===== src/rtl/uart_os_rx_pkg.sv =====
package uart_os_rx_pkg;

  typedef enum logic [2:0] {
    S_IDLE,
    S_START,
    S_DATA,
    S_PAR,
    S_STOP1,
    S_STOP2,
    S_HOLD
  } rx_state_e;

  typedef struct packed {
    logic nine;
    logic par_en;
    logic par_odd;
    logic two_stop;
  } rx_cfg_t;

  // level decided by two of three samples
  function automatic logic vote3(input logic a, input logic b, input logic c);
    return (a & b) | (a & c) | (b & c);
  endfunction

  // samples not all equal
  function automatic logic split3(input logic a, input logic b, input logic c);
    return !((a == b) && (b == c));
  endfunction

  // parity mismatch from the data reduction, the received bit and the sense
  function automatic logic par_bad(input logic data_xor, input logic pbit, input logic odd);
    return data_xor ^ pbit ^ odd;
  endfunction

endpackage


===== src/rtl/uart_os_rx_sync.sv =====
module uart_os_rx_sync #(
  parameter int   STAGES  = 2,
  parameter logic RST_VAL = 1'b1
) (
  input  logic clk,
  input  logic rst_n,
  input  logic d,
  output logic q
);
  logic [STAGES-1:0] sr;

  generate
    if (STAGES == 1) begin : g_one
      always_ff @(posedge clk or negedge rst_n) begin
        if (!rst_n) sr <= RST_VAL;
        else        sr <= d;
      end
    end else begin : g_chain
      always_ff @(posedge clk or negedge rst_n) begin
        if (!rst_n) sr <= {STAGES{RST_VAL}};
        else        sr <= {sr[STAGES-2:0], d};
      end
    end
  endgenerate

  assign q = sr[STAGES-1];
endmodule


===== src/rtl/uart_os_rx_vote.sv =====
module uart_os_rx_vote
  import uart_os_rx_pkg::*;
#(
  parameter int OS   = 16,
  parameter int MID  = 8,
  parameter int PH_W = $clog2(OS)
) (
  input  logic            clk,
  input  logic            rst_n,
  input  logic            tick,
  input  logic            active,
  input  logic [PH_W-1:0] phase,
  input  logic            rx_s,
  output logic            vote_stb,
  output logic            vote_val,
  output logic            vote_noisy
);
  localparam logic [PH_W-1:0] PH_EARLY = PH_W'(MID - 1);
  localparam logic [PH_W-1:0] PH_MID   = PH_W'(MID);
  localparam logic [PH_W-1:0] PH_LATE  = PH_W'(MID + 1);

  logic s_early, s_mid;

  always_ff @(posedge clk or negedge rst_n) begin
    if (!rst_n) begin
      s_early <= 1'b1;
      s_mid   <= 1'b1;
    end else if (tick && active) begin
      if (phase == PH_EARLY) s_early <= rx_s;
      if (phase == PH_MID)   s_mid   <= rx_s;
    end
  end

  // third sample is the live line at the late phase
  assign vote_stb   = tick && active && (phase == PH_LATE);
  assign vote_val   = vote3(s_early, s_mid, rx_s);
  assign vote_noisy = split3(s_early, s_mid, rx_s);
endmodule


===== src/rtl/uart_os_rx_fsm.sv =====
module uart_os_rx_fsm
  import uart_os_rx_pkg::*;
#(
  parameter int OS     = 16,
  parameter int BASE_W = 8,
  parameter int WORD_W = BASE_W + 1,
  parameter int PH_W   = $clog2(OS),
  parameter int IDX_W  = $clog2(WORD_W)
) (
  input  logic              clk,
  input  logic              rst_n,
  input  logic              rx_en,
  input  logic              tick,
  input  logic              rx_s,
  input  rx_cfg_t           cfg,
  input  logic              vote_stb,
  input  logic              vote_val,
  input  logic              vote_noisy,
  output logic [PH_W-1:0]   phase,
  output logic              active,
  output logic              idle,
  output logic              ev_start,
  output logic              ev_glitch,
  output logic              ev_done,
  output logic [WORD_W-1:0] res_word,
  output logic              res_ferr,
  output logic              res_perr,
  output logic              res_nerr,
  output rx_cfg_t           cfg_q
);
  localparam logic [PH_W-1:0]  PH_LAST  = PH_W'(OS - 1);
  localparam logic [IDX_W-1:0] IDX_LONG = IDX_W'(WORD_W - 1);
  localparam logic [IDX_W-1:0] IDX_BASE = IDX_W'(BASE_W - 1);

  rx_state_e         state;
  logic [IDX_W-1:0]  idx;
  logic [WORD_W-1:0] word;
  logic              pbit, ferr_a, nerr_a;

  logic             bit_end, final_stop;
  logic [IDX_W-1:0] last_idx;

  assign last_idx   = cfg_q.nine ? IDX_LONG : IDX_BASE;
  assign bit_end    = tick && (phase == PH_LAST);
  assign active     = (state != S_IDLE) && (state != S_HOLD);
  assign idle       = !active;
  assign final_stop = (state == S_STOP2) || ((state == S_STOP1) && !cfg_q.two_stop);

  assign ev_start  = rx_en && tick && (state == S_IDLE) && !rx_s;
  assign ev_glitch = rx_en && vote_stb && (state == S_START) && vote_val;
  assign ev_done   = rx_en && vote_stb && final_stop;

  // result of the character, valid together with ev_done
  assign res_word = cfg_q.nine ? word : {1'b0, word[BASE_W-1:0]};
  assign res_ferr = ferr_a | !vote_val;
  assign res_nerr = nerr_a | vote_noisy;
  assign res_perr = cfg_q.par_en & par_bad(^res_word, pbit, cfg_q.par_odd);

  always_ff @(posedge clk or negedge rst_n) begin
    if (!rst_n) begin
      state  <= S_IDLE;
      phase  <= '0;
      idx    <= '0;
      word   <= '0;
      pbit   <= 1'b0;
      ferr_a <= 1'b0;
      nerr_a <= 1'b0;
      cfg_q  <= '0;
    end else if (!rx_en) begin
      state <= S_IDLE;
      phase <= '0;
    end else if (tick) begin
      case (state)
        S_IDLE: begin
          if (!rx_s) begin
            state  <= S_START;
            phase  <= PH_W'(1);
            idx    <= '0;
            word   <= '0;
            pbit   <= 1'b0;
            ferr_a <= 1'b0;
            nerr_a <= 1'b0;
            cfg_q  <= cfg;
          end
        end
        S_HOLD: begin
          if (rx_s) state <= S_IDLE;
        end
        default: begin
          phase <= (phase == PH_LAST) ? '0 : phase + 1'b1;
          if (vote_stb) nerr_a <= nerr_a | vote_noisy;
          case (state)
            S_START: begin
              if (vote_stb && vote_val) begin
                state <= S_IDLE;
                phase <= '0;
              end else if (bit_end) begin
                state <= S_DATA;
              end
            end
            S_DATA: begin
              if (vote_stb) word[idx] <= vote_val;
              if (bit_end) begin
                if (idx == last_idx) state <= cfg_q.par_en ? S_PAR : S_STOP1;
                else                 idx   <= idx + 1'b1;
              end
            end
            S_PAR: begin
              if (vote_stb) pbit <= vote_val;
              if (bit_end) state <= S_STOP1;
            end
            S_STOP1, S_STOP2: begin
              if (vote_stb) begin
                if (final_stop) begin
                  state <= res_ferr ? S_HOLD : S_IDLE;
                  phase <= '0;
                end else begin
                  ferr_a <= ferr_a | !vote_val;
                end
              end else if (bit_end && (state == S_STOP1)) begin
                state <= S_STOP2;
              end
            end
            default: state <= S_IDLE;
          endcase
        end
      endcase
    end
  end
endmodule


===== src/rtl/uart_os_rx.sv =====
module uart_os_rx
  import uart_os_rx_pkg::*;
#(
  parameter int OS          = 16,
  parameter int MID         = OS / 2,
  parameter int BASE_W      = 8,
  parameter int SYNC_STAGES = 2
) (
  input  logic              clk,
  input  logic              rst_n,
  input  logic              rx_en,
  input  logic              tick16,
  input  logic              cfg_nine,
  input  logic              cfg_par_en,
  input  logic              cfg_par_odd,
  input  logic              cfg_two_stop,
  input  logic              rx_line,
  output logic              out_valid,
  output logic [BASE_W-1:0] out_data,
  output logic              out_bit8,
  output logic              out_ferr,
  output logic              out_perr,
  output logic              out_nerr,
  output logic              rx_idle
);
  localparam int WORD_W = BASE_W + 1;
  localparam int PH_W   = $clog2(OS);

  logic              rx_s;
  logic [PH_W-1:0]   phase;
  logic              active;
  logic              vote_stb, vote_val, vote_noisy;
  logic              ev_start, ev_glitch, ev_done;
  logic [WORD_W-1:0] res_word;
  logic              res_ferr, res_perr, res_nerr;
  logic              lat_nine, lat_par_en;
  rx_cfg_t           cfg_in, cfg_q;

  assign cfg_in = '{nine: cfg_nine, par_en: cfg_par_en, par_odd: cfg_par_odd, two_stop: cfg_two_stop};
  assign lat_nine   = cfg_q.nine;
  assign lat_par_en = cfg_q.par_en;

  uart_os_rx_sync #(.STAGES(SYNC_STAGES), .RST_VAL(1'b1)) u_sync (
    .clk(clk), .rst_n(rst_n), .d(rx_line), .q(rx_s)
  );

  uart_os_rx_vote #(.OS(OS), .MID(MID), .PH_W(PH_W)) u_vote (
    .clk(clk), .rst_n(rst_n), .tick(tick16), .active(active), .phase(phase),
    .rx_s(rx_s), .vote_stb(vote_stb), .vote_val(vote_val), .vote_noisy(vote_noisy)
  );

  uart_os_rx_fsm #(.OS(OS), .BASE_W(BASE_W), .WORD_W(WORD_W), .PH_W(PH_W)) u_fsm (
    .clk(clk), .rst_n(rst_n), .rx_en(rx_en), .tick(tick16), .rx_s(rx_s), .cfg(cfg_in),
    .vote_stb(vote_stb), .vote_val(vote_val), .vote_noisy(vote_noisy),
    .phase(phase), .active(active), .idle(rx_idle),
    .ev_start(ev_start), .ev_glitch(ev_glitch), .ev_done(ev_done),
    .res_word(res_word), .res_ferr(res_ferr), .res_perr(res_perr), .res_nerr(res_nerr),
    .cfg_q(cfg_q)
  );

  always_ff @(posedge clk or negedge rst_n) begin
    if (!rst_n) begin
      out_valid <= 1'b0;
      out_data  <= '0;
      out_bit8  <= 1'b0;
      out_ferr  <= 1'b0;
      out_perr  <= 1'b0;
      out_nerr  <= 1'b0;
    end else begin
      out_valid <= ev_done;
      if (ev_done) begin
        out_data <= res_word[BASE_W-1:0];
        out_bit8 <= res_word[BASE_W];
        out_ferr <= res_ferr;
        out_perr <= res_perr;
        out_nerr <= res_nerr;
      end
    end
  end
endmodule


===== config.mk =====
export PLATFORM = sky130hd
export DESIGN_NAME = uart_os_rx
export DESIGN_NICKNAME = d
export VERILOG_FILES = /design/src/rtl/uart_os_rx_pkg.sv /design/src/rtl/uart_os_rx_sync.sv /design/src/rtl/uart_os_rx_vote.sv /design/src/rtl/uart_os_rx_fsm.sv /design/src/rtl/uart_os_rx.sv
export SDC_FILE = /design/constraint.sdc
export NUM_CORES = 1
export LEC_CHECK = 0
export BUFFER_PORTS_ARGS = -buffer_cell sky130_fd_sc_hd__buf_2
export CAP_MARGIN = 10
export CELL_PAD_IN_SITES_DETAIL_PLACEMENT = 1
export CELL_PAD_IN_SITES_GLOBAL_PLACEMENT = 1
export CORE_ASPECT_RATIO = 0.8
export CORE_MARGIN = 10
export CORE_UTILIZATION = 49
export CTS_BUF_LIST = sky130_fd_sc_hd__clkbuf_4 sky130_fd_sc_hd__clkbuf_8
export CTS_CLUSTER_DIAMETER = 150
export CTS_CLUSTER_SIZE = 12
export DETAILED_ROUTE_END_ITERATION = 8
export GPL_ROUTABILITY_DRIVEN = 0
export PLACE_DENSITY_LB_ADDON = 0.2
export SLEW_MARGIN = 5
export SYNTH_ARGS = -nofsm -noshare
export SYNTH_HDL_FRONTEND = slang
export SYNTH_SLANG_ARGS = --single-unit

===== constraint.sdc =====
create_clock -name clk -period 2.6 [get_ports clk]
set_input_delay 0.52 -clock clk [delete_from_list [all_inputs] [get_ports clk]]
set_output_delay 0.52 -clock clk [all_outputs]
set_load 0.05 [all_outputs]

* Word level (Yosys, flattened, before mapping)
Cells that the tools add are included. Widths: inputs -> output; s select.
Word-level totals: bits in registers 44, bits in latches 0, bits in writable memories 0, memory bits (read-only) 0, logic and storage cells 147, memories 0
Operators by class: add/subtract/negate cells 2, $mul 0, divide/modulo/power cells 0, $lt $le $gt $ge 2, equality and inequality tests 27, shift operators 0, mux-type cells 49, bitwise logic cells 12, reductions and logical operators 35
Operator list (count):
- $mux 4 | 12
- $mux 3 | 14
- $mux 9 | 4
- $pmux 4 s2 | 3
- $pmux 9 s2 | 1
- $ne 5x2->1 const B | 3
- $reduce_and 7->1 | 2
- $eq 4x4->1 const B | 3
- $pmux 3 s4 | 1
- $reduce_and 6->1 | 2
- $logic_and 1x1->1 | 11
- $reduce_bool 2->1 | 5
- $bwmux 9 | 1
- $eq 3x3->1 const B | 3
- $ne 3x3->1 const B | 3
- $reduce_and 9->1 | 1
- $reduce_xor 9->1 | 1
- $add 4x1->4 const B | 2
- $mux 1 | 8
- $eq 3x2->1 const B | 2
- $ne 2x2->1 const B | 3
- $ne 6x3->1 const B | 1
- $ne 6x4->1 const B | 1
- $ne 6x6->1 const B | 1
- other kinds (23) | 39

* Depth between registers and ports, before layout
word-level depth 12, gate-level depth with buffers 9, mapped depth without buffers 7

* Modules after synthesis
From an unflattened synthesis, not the netlist that was laid out.
Second synthesis, totals: cell total of the unflattened synthesis 266, area total of the unflattened synthesis 2726.4 sq um
Modules (own cells, without submodules):
- uart_os_rx_fsm | instances 1, cells an instance 223, area each 2009.4 sq um, sequential area each 675.6 sq um
- uart_os_rx | instances 1, cells an instance 26, area each 509.2 sq um, sequential area each 325.3 sq um
- uart_os_rx_vote | instances 1, cells an instance 15, area each 155.1 sq um, sequential area each 52.6 sq um
- uart_os_rx_sync | instances 1, cells an instance 2, area each 52.6 sq um, sequential area each 52.6 sq um

* Least setup slack after synthesis
OpenSTA, ideal clock, no wires.
path kind flip-flop to flip-flop, start reg u_fsm.state[1], end reg u_fsm.word[5], arrival time 2.327 ns, slack 0.152 ns, cell stages (with the launch flop) 6, path through dfrtp_1 > nor2b_1 > nor3_1 > or3_4 > nor3b_4 > a22o_1
On the way: cells in the longest elaborated chain, start to end 6, elaborated cells between the ends (all ways) 14, those cells by class 4 x eq/ne; 1 x mux; 1 x bitwise; 8 x reduce/logical
RTL lines:
- start: declaration | line uart_os_rx_fsm.sv:35 | rx_state_e state;
- start signal: assignment | line uart_os_rx_fsm.sv:104 | if (idx == last_idx) state <= cfg_q.par_en ? S_PAR : S_STOP1;
- start signal: assignment | line uart_os_rx_fsm.sv:115 | state <= res_ferr ? S_HOLD : S_IDLE;
- $ne 3x3->1 / $reduce_bool 3->1 (equally long branches) | line uart_os_rx_fsm.sv:45 | assign active = (state != S_IDLE) && (state != S_HOLD);
- $logic_and 1x1->1 | line uart_os_rx_fsm.sv:45
- $logic_and 1x1->1 (2 in series) | line uart_os_rx_vote.sv:35 | assign vote_stb = tick && active && (phase == PH_LATE);
- $reduce_bool 2->1 (no line)
- $reduce_and 6->1 (no line)
- end signal: indexed assignment | line uart_os_rx_fsm.sv:102 | if (vote_stb) word[idx] <= vote_val;
- end: declaration | line uart_os_rx_fsm.sv:37 | logic [WORD_W-1:0] word;
Parallel ways exist; a longest one is shown, timed or not. A chain may end at the register's enable or synchronous reset.

* Worst setup path in the final report
start reg u_fsm.state[1], end out rx_idle
On the way: cells in the longest elaborated chain, start to end 3, elaborated cells between the ends (all ways) 4, those cells by class 1 x eq/ne; 3 x reduce/logical
RTL lines:
- $ne 3x3->1 / $reduce_bool 3->1 (equally long branches) | line uart_os_rx_fsm.sv:45
- $logic_and 1x1->1 * | line uart_os_rx_fsm.sv:45
- $logic_not 1->1 * | line uart_os_rx_fsm.sv:46 | assign idle = !active;
- end: declaration | line uart_os_rx.sv:24 | output logic rx_idle
Every way passes the cells marked *; elsewhere a longest branch is shown, timed or not.

==> flow_summary.ini <==
[global_route]
antenna_found_initial = 0
overflow = 0
grt_pass1_vias = 2011
grt_max_degree = 32
grt.total_usage_pct = 15.34
grt_pass1_wl_um = 10650

[timing]
period_minus_slack_ps = 2278
fin_crit_sh_pct = 87.60
maxSlewViolCount = 0
fmax_ghz = 0.4391
rsz0062_at_grt = false
tightest_slew_ps = 543.0
slew_headroom_pct = 63.58
worst_slack_ps = 322.5
hold_viol_final = 0
setup-tns-final_ps = 0
setup_viol = 0
skew_ps = 7.596

[synth]
synth.area.top_cells = dfrtp_1 39%, mux2_2 5.3%, ha_1 4.4%
synthFlopType = dfrtp_1
synth_top_area_share_pct = 38.89
synth_edf_count = 0
postSynthAreaPerCell_um2 = 10.46
syn_inst = 246
synth_top_area_cell = dfrtp_1
ys_types = 63
ys_ff_latch = 44
syn_area_um2 = 2574
yosysWarnings = 0
async_flop_share_pct = 100.0
synthesis.nets = 264
synth-seq-area-share_pct = 42.98

[worst_setup_path]
worstPathRequired_ps = 2080
crit_path_top_delay_cell = dfrtp_1
r2r-start = u_fsm.phase[1]$_DFFE_PN0P_
reg2reg_depth = 6
rrSetupSlack_ps = 460
critPathBufInv = 1
crit_path_end = rx_idle
critPathTopFamily = flip-flops
worstPathCellList = nor2b_2 -> nor3_1 -> buf_2
setup.worst_path.start = u_fsm.state[1]$_DFFE_PN0P_
arrival_ps = 1760
endpoint_kind = output pin
cp_max_fo = 14
path_depth = 3
worst_r2r_endpoint = out_data[7]$_DFFE_PN0P_
path_class = reg -> out
cp-start-kind = register
crit_path_max_incr_delay_ps = 660

[drt]
route.detailed.drc = 0
vias_per_cell = 5.991
firstDrtPassIters = 4
via_count = 1989
drt.antenna.violating_nets = 0
wire_per_inst_um = 19.02
drt_wl_total_um = 6316
drt_iter0_drc = 106

[status]
status = finished clean

[clock_network]
cts_buffers = 5
hold_buffers = 0
clock_sinks = 44
clk_pin_slew_ps = 90
clock_path_buffers = 2
cts_resized = 0
postCtsSetupBuffers = 0
clock_latency_ps = 300
htreeDepth = 2
cts_root_buffer = clkbuf_8
cts_tree = built

[die]
coreArea_um2 = 5036
io_pins = 23
rows = 23
die_y_um = 84.82
die_w_um = 101.0
die_area_um2 = 8569
initial_utilization_pct = 51.11

[finish]
multi_input_area_um2 = 1360
n_fill_cell = 551
drive_gt1_share_pct = 25.19
seq_area_um2 = 1106
antennaDiodeCount = 0
nets = 287
final_cell_mix = 40 x dfrtp_1, 22 x buf_2, 20 x nand2_1
final_cells = 332
final_common_cell = dfrtp_1
area_growth_pct = 11.33
final_util_pct = 56.89

[placement]
place_ws_ps = 401.3
post-dp-hpwl_um = 4795
io_buffer_count = 22
dpl.cell_count = 324

[job]
cap_violations = 0

[pwr]
leakage_nw = 1.353
peakVddDrop_v = 0.0008007
power.density_nw_per_um2 = 784.4

[min_path]
hold_class = in -> async
state kept, by name (all words and copies together), names as in the netlist, 2 cells and up:
register,cells
out_data,8
u_fsm.cfg_q,4
u_fsm.idx,4
u_fsm.phase,4
u_fsm.state,3
u_fsm.word,9
u_sync.sr,2
stage by stage:
stage	power [mW]	instance area, µm²	hold WS [ps]
CTS	2.252	2865	111.8
finish	2.248	2865	105.8
detailed placement	1.681	2744	351.7
global placement	1.661	2744	345.9
floorplan	1.459	2574	224.4
global route	2.380	2865	110.7
synth_stat cells (2+ instances only):
| cell type | number |
|---|---|
| dfrtp_1 | 40 |
| nand2_1 | 20 |
| nor2_1 | 14 |
| a21o_1 | 12 |
| inv_1 | 12 |
| mux2_2 | 12 |
| a22o_1 | 11 |
| xnor2_1 | 11 |
| ha_1 | 9 |
| a21oi_1 | 7 |
| o21ai_0 | 7 |
| nor2b_1 | 6 |
| nor3_1 | 6 |
| clkbuf_1 | 5 |
| buf_2 | 4 |
| dfstp_2 | 4 |
| nand2b_1 | 4 |
| nand3_1 | 3 |
| nor4_1 | 3 |
| o31ai_1 | 3 |
| a211o_1 | 2 |
| a211oi_1 | 2 |
| and3_1 | 2 |
| mux2_1 | 2 |
| mux2i_1 | 2 |
| o21a_1 | 2 |
| o21bai_1 | 2 |
| o22ai_1 | 2 |
| o32ai_1 | 2 |
| o41ai_1 | 2 |
logic make-up (layout without fill, tap and decap cells):
logic type	after synthesis	in the layout	synth area share [%]
compound gates	67	67	20.81
xor+xnor	12	12	4.084
fa+ha+maj	9	9	4.375
buf+inv	24	48	4.181
flops	44	44	42.98
mux	16	16	6.903
simple gates	74	74	16.68
power breakdown:
part	internal, mW	switching (mW)
Clock	0.315	0.249
Sequential	0.760	0.130
Combinational	0.331	0.464
worst register-to-register path, stage by stage (launching register included):
cell	delay [ps]
dfrtp_1	430
inv_1	110
ha_1	200
nand4b_1	170
a21oi_1	200
and3_1	520
mux2_2	400
layer usage:
metal  up-vias  global-route usage [%]  wire, µm
met4         0                   3.413        51
met3         5                   3.809       307
met5         -                       0         0
li1        936                       -         -
met2        35                   20.93      2649
met1      1013                   23.45      3307
cell type report:
cell class	instances	share of cell area [%]
Multi-Input combinational cell	178	47.47
Sequential cell	44	38.60
Timing Repair Buffer	28	5.415
Clock buffer	6	2.882
Tap cell	62	2.707
Inverter	12	1.572
Clock inverter	2	1.354
worst min path at each step:
| stage | to | slack, ps | cells past startpoint |
|---|---|---|---|
| after detailed placement | u_sync.sr[1]$_DFF_PN1_ | 350 | 0 |
| after floorplan | out_bit8$_DFFE_PN0P_ | 220 | 0 |
| after global placement | u_sync.sr[1]$_DFF_PN1_ | 350 | 0 |
| final | u_fsm.idx[2]$_DFFE_PN0P_ | 110 | 1 |
| after global routing | out_data[0]$_DFFE_PN0P_ | 110 | 1 |
| after CTS | out_data[4]$_DFFE_PN0P_ | 110 | 1 |
No activity file was read; power rests on OpenSTA's default activity.
